<file path="src/rtl/mfm_pkg.sv">
package mfm_pkg;
    localparam int OP_W   = 16;
    localparam int EXT_W  = OP_W + 1;
    localparam int PROD_W = 2 * EXT_W;

    typedef enum logic {
        ST_EMPTY = 1'b0,
        ST_FULL  = 1'b1
    } mfm_state_e;
endpackage

</file>
<file path="src/rtl/mfm_extend.sv">
module mfm_extend #(
    parameter int OP_W = 16,
    localparam int EXT_W = OP_W + 1
) (
    input  logic [OP_W-1:0]         op_i,
    input  logic                    sgn_i,
    output logic signed [EXT_W-1:0] ext_o
);
    // Top bit either replicates the operand sign or is forced to zero.
    always_comb begin
        ext_o = {(sgn_i & op_i[OP_W-1]), op_i};
    end
endmodule

</file>
<file path="src/rtl/mfm_core.sv">
module mfm_core #(
    parameter int EXT_W = 17,
    localparam int PROD_W = 2 * EXT_W
) (
    input  logic signed [EXT_W-1:0]  x_i,
    input  logic signed [EXT_W-1:0]  y_i,
    input  logic                     frac_i,
    output logic signed [PROD_W-1:0] p_o
);
    logic signed [PROD_W-1:0] raw;

    always_comb begin
        raw = x_i * y_i;
        if (frac_i) begin
            p_o = raw <<< 1;
        end else begin
            p_o = raw;
        end
    end
endmodule

</file>
<file path="src/rtl/mfm_top.sv">
module mfm_top
    import mfm_pkg::*;
#(
    parameter int A_W = OP_W,
    localparam int X_W = A_W + 1,
    localparam int P_W = 2 * X_W
) (
    input  logic           clk,
    input  logic           rst_n,
    input  logic           go_i,
    input  logic [A_W-1:0] a_i,
    input  logic [A_W-1:0] b_i,
    input  logic           a_sgn_i,
    input  logic           b_sgn_i,
    input  logic           frac_i,
    output logic [P_W-1:0] prod_o,
    output logic           vld_o
);
    mfm_state_e state_q, state_d;

    logic [1:0][A_W-1:0]     op_arr;
    logic [1:0]              sgn_arr;
    logic signed [X_W-1:0]   ext_arr [2];
    logic signed [P_W-1:0]   prod_d;

    assign op_arr  = {b_i, a_i};
    assign sgn_arr = {b_sgn_i, a_sgn_i};

    for (genvar gi = 0; gi < 2; gi++) begin : g_ext
        mfm_extend #(.OP_W(A_W)) ext_i (
            .op_i  (op_arr[gi]),
            .sgn_i (sgn_arr[gi]),
            .ext_o (ext_arr[gi])
        );
    end

    mfm_core #(.EXT_W(X_W)) core_i (
        .x_i    (ext_arr[0]),
        .y_i    (ext_arr[1]),
        .frac_i (frac_i),
        .p_o    (prod_d)
    );

    // Next-state logic
    always_comb begin
        state_d = state_q;
        unique case (state_q)
            ST_EMPTY: state_d = go_i ? ST_FULL : ST_EMPTY;
            ST_FULL:  state_d = go_i ? ST_FULL : ST_EMPTY;
            default:  state_d = ST_EMPTY;
        endcase
    end

    // State register
    always_ff @(posedge clk or negedge rst_n) begin
        if (!rst_n) begin
            state_q <= ST_EMPTY;
        end else begin
            state_q <= state_d;
        end
    end

    // Output process
    always_ff @(posedge clk or negedge rst_n) begin
        if (!rst_n) begin
            prod_o <= '0;
        end else if (go_i) begin
            prod_o <= prod_d;
        end
    end

    always_comb begin
        vld_o = (state_q == ST_FULL);
    end
endmodule

</file>
<file path="config.mk">
export PLATFORM = sky130hd
export DESIGN_NAME = mfm_top
export DESIGN_NICKNAME = d
export VERILOG_FILES = /design/src/rtl/mfm_pkg.sv /design/src/rtl/mfm_extend.sv /design/src/rtl/mfm_core.sv /design/src/rtl/mfm_top.sv
export SDC_FILE = /design/constraint.sdc
export NUM_CORES = 1
export LEC_CHECK = 0
export CAP_MARGIN = 20
export CORE_AREA = 2 2 145 147
export DETAILED_ROUTE_END_ITERATION = 7
export DIE_AREA = 0 0 147 149
export PLACE_DENSITY = 0.83
export SETUP_SLACK_MARGIN = 0.5
export SLEW_MARGIN = 5
export SYNTH_ARGS = -nofsm -noshare
export SYNTH_HDL_FRONTEND = slang
export SYNTH_SLANG_ARGS = --single-unit
</file>
<file path="constraint.sdc">
create_clock -name clk -period 1.1 [get_ports clk]
set_input_delay 0.33 -clock clk [delete_from_list [all_inputs] [get_ports clk]]
set_output_delay 0.33 -clock clk [all_outputs]
set_load 0.02 [all_outputs]
</file>
==> impl_metrics.tcl, run 1 <==
set metrics [dict create \
    dpl.hpwl_mm 30.0 \
    status "aborted with a tool error" \
    synth-simple-area-share 0.158 \
    grt_use_total 0.681 \
    timing.repair.worst_endpoint_type "sequential cell input" \
    clockBufferDepth 2 \
    cts_buffers 5 \
    cts_hold_buf 0 \
    htree_num_levels 2 \
    port_buffers 72 \
    muxShareOfSynthArea 0.0133 \
    die_x_um 147 \
    start_util 0.614 \
    dp.cells 1898 \
    synthFlopType "dfrtp_1" \
    synth.distinct_cells 57 \
    grt_max_degree 19 \
    synth_nets 1800 \
    gp_congestion 0.966 \
    netlist_area_um2 12600 \
    yosys.area_share.adder 0.553 \
    synthArstFlopShare 1.00 \
    synth_compound_area_frac 0.0708 \
    root_buffer "clkbuf_16" \
    synth_xor_xnor_area_share 0.0236 \
    rows 53 \
    ioPinCount 73 \
    ys_seq_elements 35 \
    synth_edf_count 0 \
    ys.warnings.count 0 \
    synth_top_family_by_area "adder cells" \
    syn_inst 1381 \
    grt.overflow.total 27 \
    clock_sinks 35 \
    fp.dieH_um 149 \
    grt-worst-endpoint "prod_o[32]$_DFFE_PN0P_/D" \
    synth.avg_cell_area_um2 9.15 \
    toolErrorMsg "[ERROR GRT-0232] Routing congestion too high. Check the congestion heatmap in the GUI." \
    yosysSeqAreaShare 0.0693 \
    stop_stage "5_1_grt" \
]
## per-layer routing
layer,GRT usage,overflow
met3,0.494,0
met5,0.0886,0
met4,0.740,17
met2,0.903,10
met1,0.641,0
## cells in the mapped netlist, types with 2 or more instances
cell,n,area (µm²)
a211o_1,2,17.5
a211oi_1,6,45.0
a21boi_0,4,30.0
a21o_1,8,60.1
a21oi_1,38,190
a21oi_2,2,17.5
a221o_1,3,30.0
a31oi_1,13,81.3
and2_1,129,807
and3_1,9,56.3
buf_1,6,22.5
clkbuf_1,45,169
dfrtp_1,35,876
fa_1,296,5930
ha_1,85,1060
inv_1,321,1200
mux2_1,3,33.8
mux2_2,3,33.8
mux2i_1,10,100
nand2_1,177,664
nand2b_1,7,43.8
nand3_1,7,35.0
nand4_1,3,18.8
nor2_1,55,206
nor2b_1,8,50.1
nor3_1,3,15.0
o211ai_1,5,37.5
o211ai_2,2,25.0
o21a_1,4,30.0
o21ai_0,20,100
o21ai_1,3,15.0
o21bai_1,4,30.0
o221ai_1,4,35.0
or2_2,5,31.3
or3_1,2,12.5
xnor2_1,29,254
xor2_1,5,43.8
## stage by stage
step,worst slack (ns),cell area [µm²]
CTS,-4.83,17700
floorplan,-4.71,13500
global placement,-5.45,15900
detailed placement,-5.58,15900
## cells by family after synthesis
logic type | after synthesis
XOR/XNOR | 34
AND/OR/NAND/NOR | 411
flip-flops | 35
buffers and inverters | 373
multiplexers | 16
adder cells (fa/ha/maj) | 381
AO/OA/AOI/OAI | 131
## what timing repair did
| action | 4_1_cts |
|---|---|
| pin swaps | 159 |
| cloned | 8 |
| gates resized for setup | 566 |
| endpoints found under the setup margin | 104 |
| setup buffers | 81 |
| hold endpoints to repair | 0 |
==> inputs of run 2 (changes only) <==
CORE_AREA = 2 2 181 183   (was 2 2 145 147)
DIE_AREA = 0 0 183 185   (was 0 0 147 149)
PLACE_DENSITY = unset   (was 0.83)
PLACE_DENSITY_LB_ADDON = 0.15   (was unset)
SETUP_SLACK_MARGIN = unset   (was 0.5)
==> run 2 against run 1 <==
Effect of this change: the flow now finishes, with violations (negative setup slack); area after synthesis is the same; synthesized cell count is the same.
==> impl_metrics.tcl, run 2 <==
set metrics [dict create \
    fmax_ghz 0.170 \
    fp.dieH_um 185 \
    failed_checks "negative setup slack" \
    final_common_cell "inv_1" \
    rsz0062_at_grt "yes" \
    dp.cells 2028 \
    synthArstFlopShare 1.00 \
    fin_nets 2136 \
    core_um2 32000 \
    cts_buffers 5 \
    grt_use_total 0.227 \
    drc 0 \
    finClkSkew_ns 0 \
    layout_common_cells "277 x inv_1, 274 x fa_1, 201 x buf_4" \
    die_area_um2 33900 \
    cp_slowest_cell "fa_2" \
    grt_pass1_wl_mm 60.0 \
    clock_sinks 35 \
    hold_viol_final 0 \
    viasPerCell 4.84 \
    ys_seq_elements 35 \
    grt.busiest_layer "met2" \
    startpoint_type "input pin" \
    cpLargestDelayFamily "adder cells" \
    seq_area_um2 876 \
    min_period_ns 5.89 \
    ys.warnings.count 0 \
    drt_iter0_drc 391 \
    start_util 0.394 \
    multiInputGateArea_um2 11700 \
    synth.area.top_cells "fa_1 47%, inv_1 9.5%, ha_1 8.4%" \
    status "complete, but fails checks" \
    critPathKind "in -> reg" \
    synth_nets 1800 \
    wl_per_cell_um 16.8 \
    grt.met1_usage 0.296 \
    synth.distinct_cells 57 \
    worst_pin_slew_ns 0.443 \
    largest_reg_flops 34 \
    setup_viol 67 \
    fin_cells 2126 \
    synthFlopType "dfrtp_1" \
    end_kind "flop" \
    grt_use_met2 0.421 \
    post-place-ws_ns -5.59 \
    finalWirelength_mm 35.7 \
    gp_congestion 0.825 \
    critPathMaxFanout 5 \
    netlist_area_um2 12600 \
    ioPinCount 73 \
    antenna_found_initial 0 \
    worst-path-buf-inv 9 \
    yosysSeqAreaShare 0.0693 \
    syn_inst 1381 \
    clk_pin_slew_ns 0.05 \
    die_x_um 183 \
    fill_cells 2828 \
    drt_first_pass_iters 5 \
    htree_num_levels 2 \
    synth_edf_count 0 \
    first_global_vias 11500 \
    grt_max_degree 36 \
    yosys.area.top_type "fa_1" \
    diodes 0 \
    rows 66 \
    area_delta_synth_final_pct 45.2 \
    antenna_left 0 \
    tns_ns -128.14 \
    whs_ns 0.000240 \
    synth_most_common_cell "inv_1" \
    synth.avg_cell_area_um2 9.15 \
    tritoncts "built" \
    cp.required_ns 1.29 \
    fin_ws_ns -4.79 \
    grt.overflow.total 0 \
    worstSkewPairLatency_ns 0.27 \
    top_register "prod_o" \
    yosysTopAreaCellShare 0.469 \
    cpPeakStageDelay_ns 0.57 \
    slew_viol_final 0 \
    drive_above_1_share 0.383 \
    relSlewSlack 0.703 \
    dpl.hpwl_mm 28.3 \
    synthTopCellsByCount "321 x inv_1, 296 x fa_1, 177 x nand2_1, 129 x and2_1, 85 x ha_1" \
    use_met3 0.0126 \
    maxCapViolCount 0 \
    fin_crit_sh 5.36 \
    root_buffer "clkbuf_16" \
    critPathArrivalTime_ns 6.08 \
    clockBufferDepth 2 \
    routed-via-count 10300 \
    port_buffers 72 \
    hp-class "in -> async" \
]
## run 2: worst reg2reg max path, stage by stage, from the launching register on
cell and delay (ns):
dfrtp_1 0.40, buf_4 0.14, nor2b_1 0.12, a221o_1 0.26
## run 2: cell type report
cell class,count,share of cell area
clock buffers,8,0.00853
well taps,408,0.0278
repair buffers,381,0.210
multi-input cells,973,0.640
inverters,321,0.0658
flip-flops and latches,35,0.0478
## run 2: worst paths after layout
kind | from | cells after the start | end | slack [ns]
min reg2reg | prod_o[5]$_DFFE_PN0P_ | 1 | prod_o[5]$_DFFE_PN0P_ | 0.54
max reg2reg | prod_o[19]$_DFFE_PN0P_ | 3 | prod_o[19]$_DFFE_PN0P_ | 0.06
max | b_i[2] | 25 | prod_o[32]$_DFFE_PN0P_ | -4.79
max in group asynchronous | rst_n | 2 | prod_o[21]$_DFFE_PN0P_ | 0.91
min | rst_n | 2 | prod_o[1]$_DFFE_PN0P_ | 0.0002
min in group clk | go_i | 2 | vld_o$_DFF_PN0_ | 0.37
## run 2: what timing repair did
action,in CTS,in global routing
buffers inserted,65,25
pin swaps,177,119
resized for setup,582,108
hold buffers,0,0
setup endpoints to repair,69,68
gates cloned,8,0
## run 2: cells by family after synthesis
logic type,count (synthesis),synth area share
adders and majority gates,381,0.553
buffers and inverters,373,0.111
and+or+nand+nor,411,0.158
AOI/OAI and AO/OA,131,0.0708
DFF,35,0.0693
muxes,16,0.0133
xor gates and xnor gates,34,0.0236
## run 2: metal layers
layer,wire (µm),share of wire
met1,15100,0.42
met2,18900,0.53
met3,782,0.022
met4,850,0.024
met5,0,0
## run 2: stage by stage
| step | cell area, µm² | utilization |
|---|---|---|
| finish | 18300 | 0.572 |
| global route | 18300 | 0.572 |
| CTS | 17800 | 0.557 |
| detailed placement | 16100 | 0.501 |
| global placement | 16100 | 0.501 |
| floorplan | 13500 | - |
Power of run 2 is left out: the tool's default activity adds up to more than one toggle a clock period on the data nets, which glitch-free logic cannot reach.
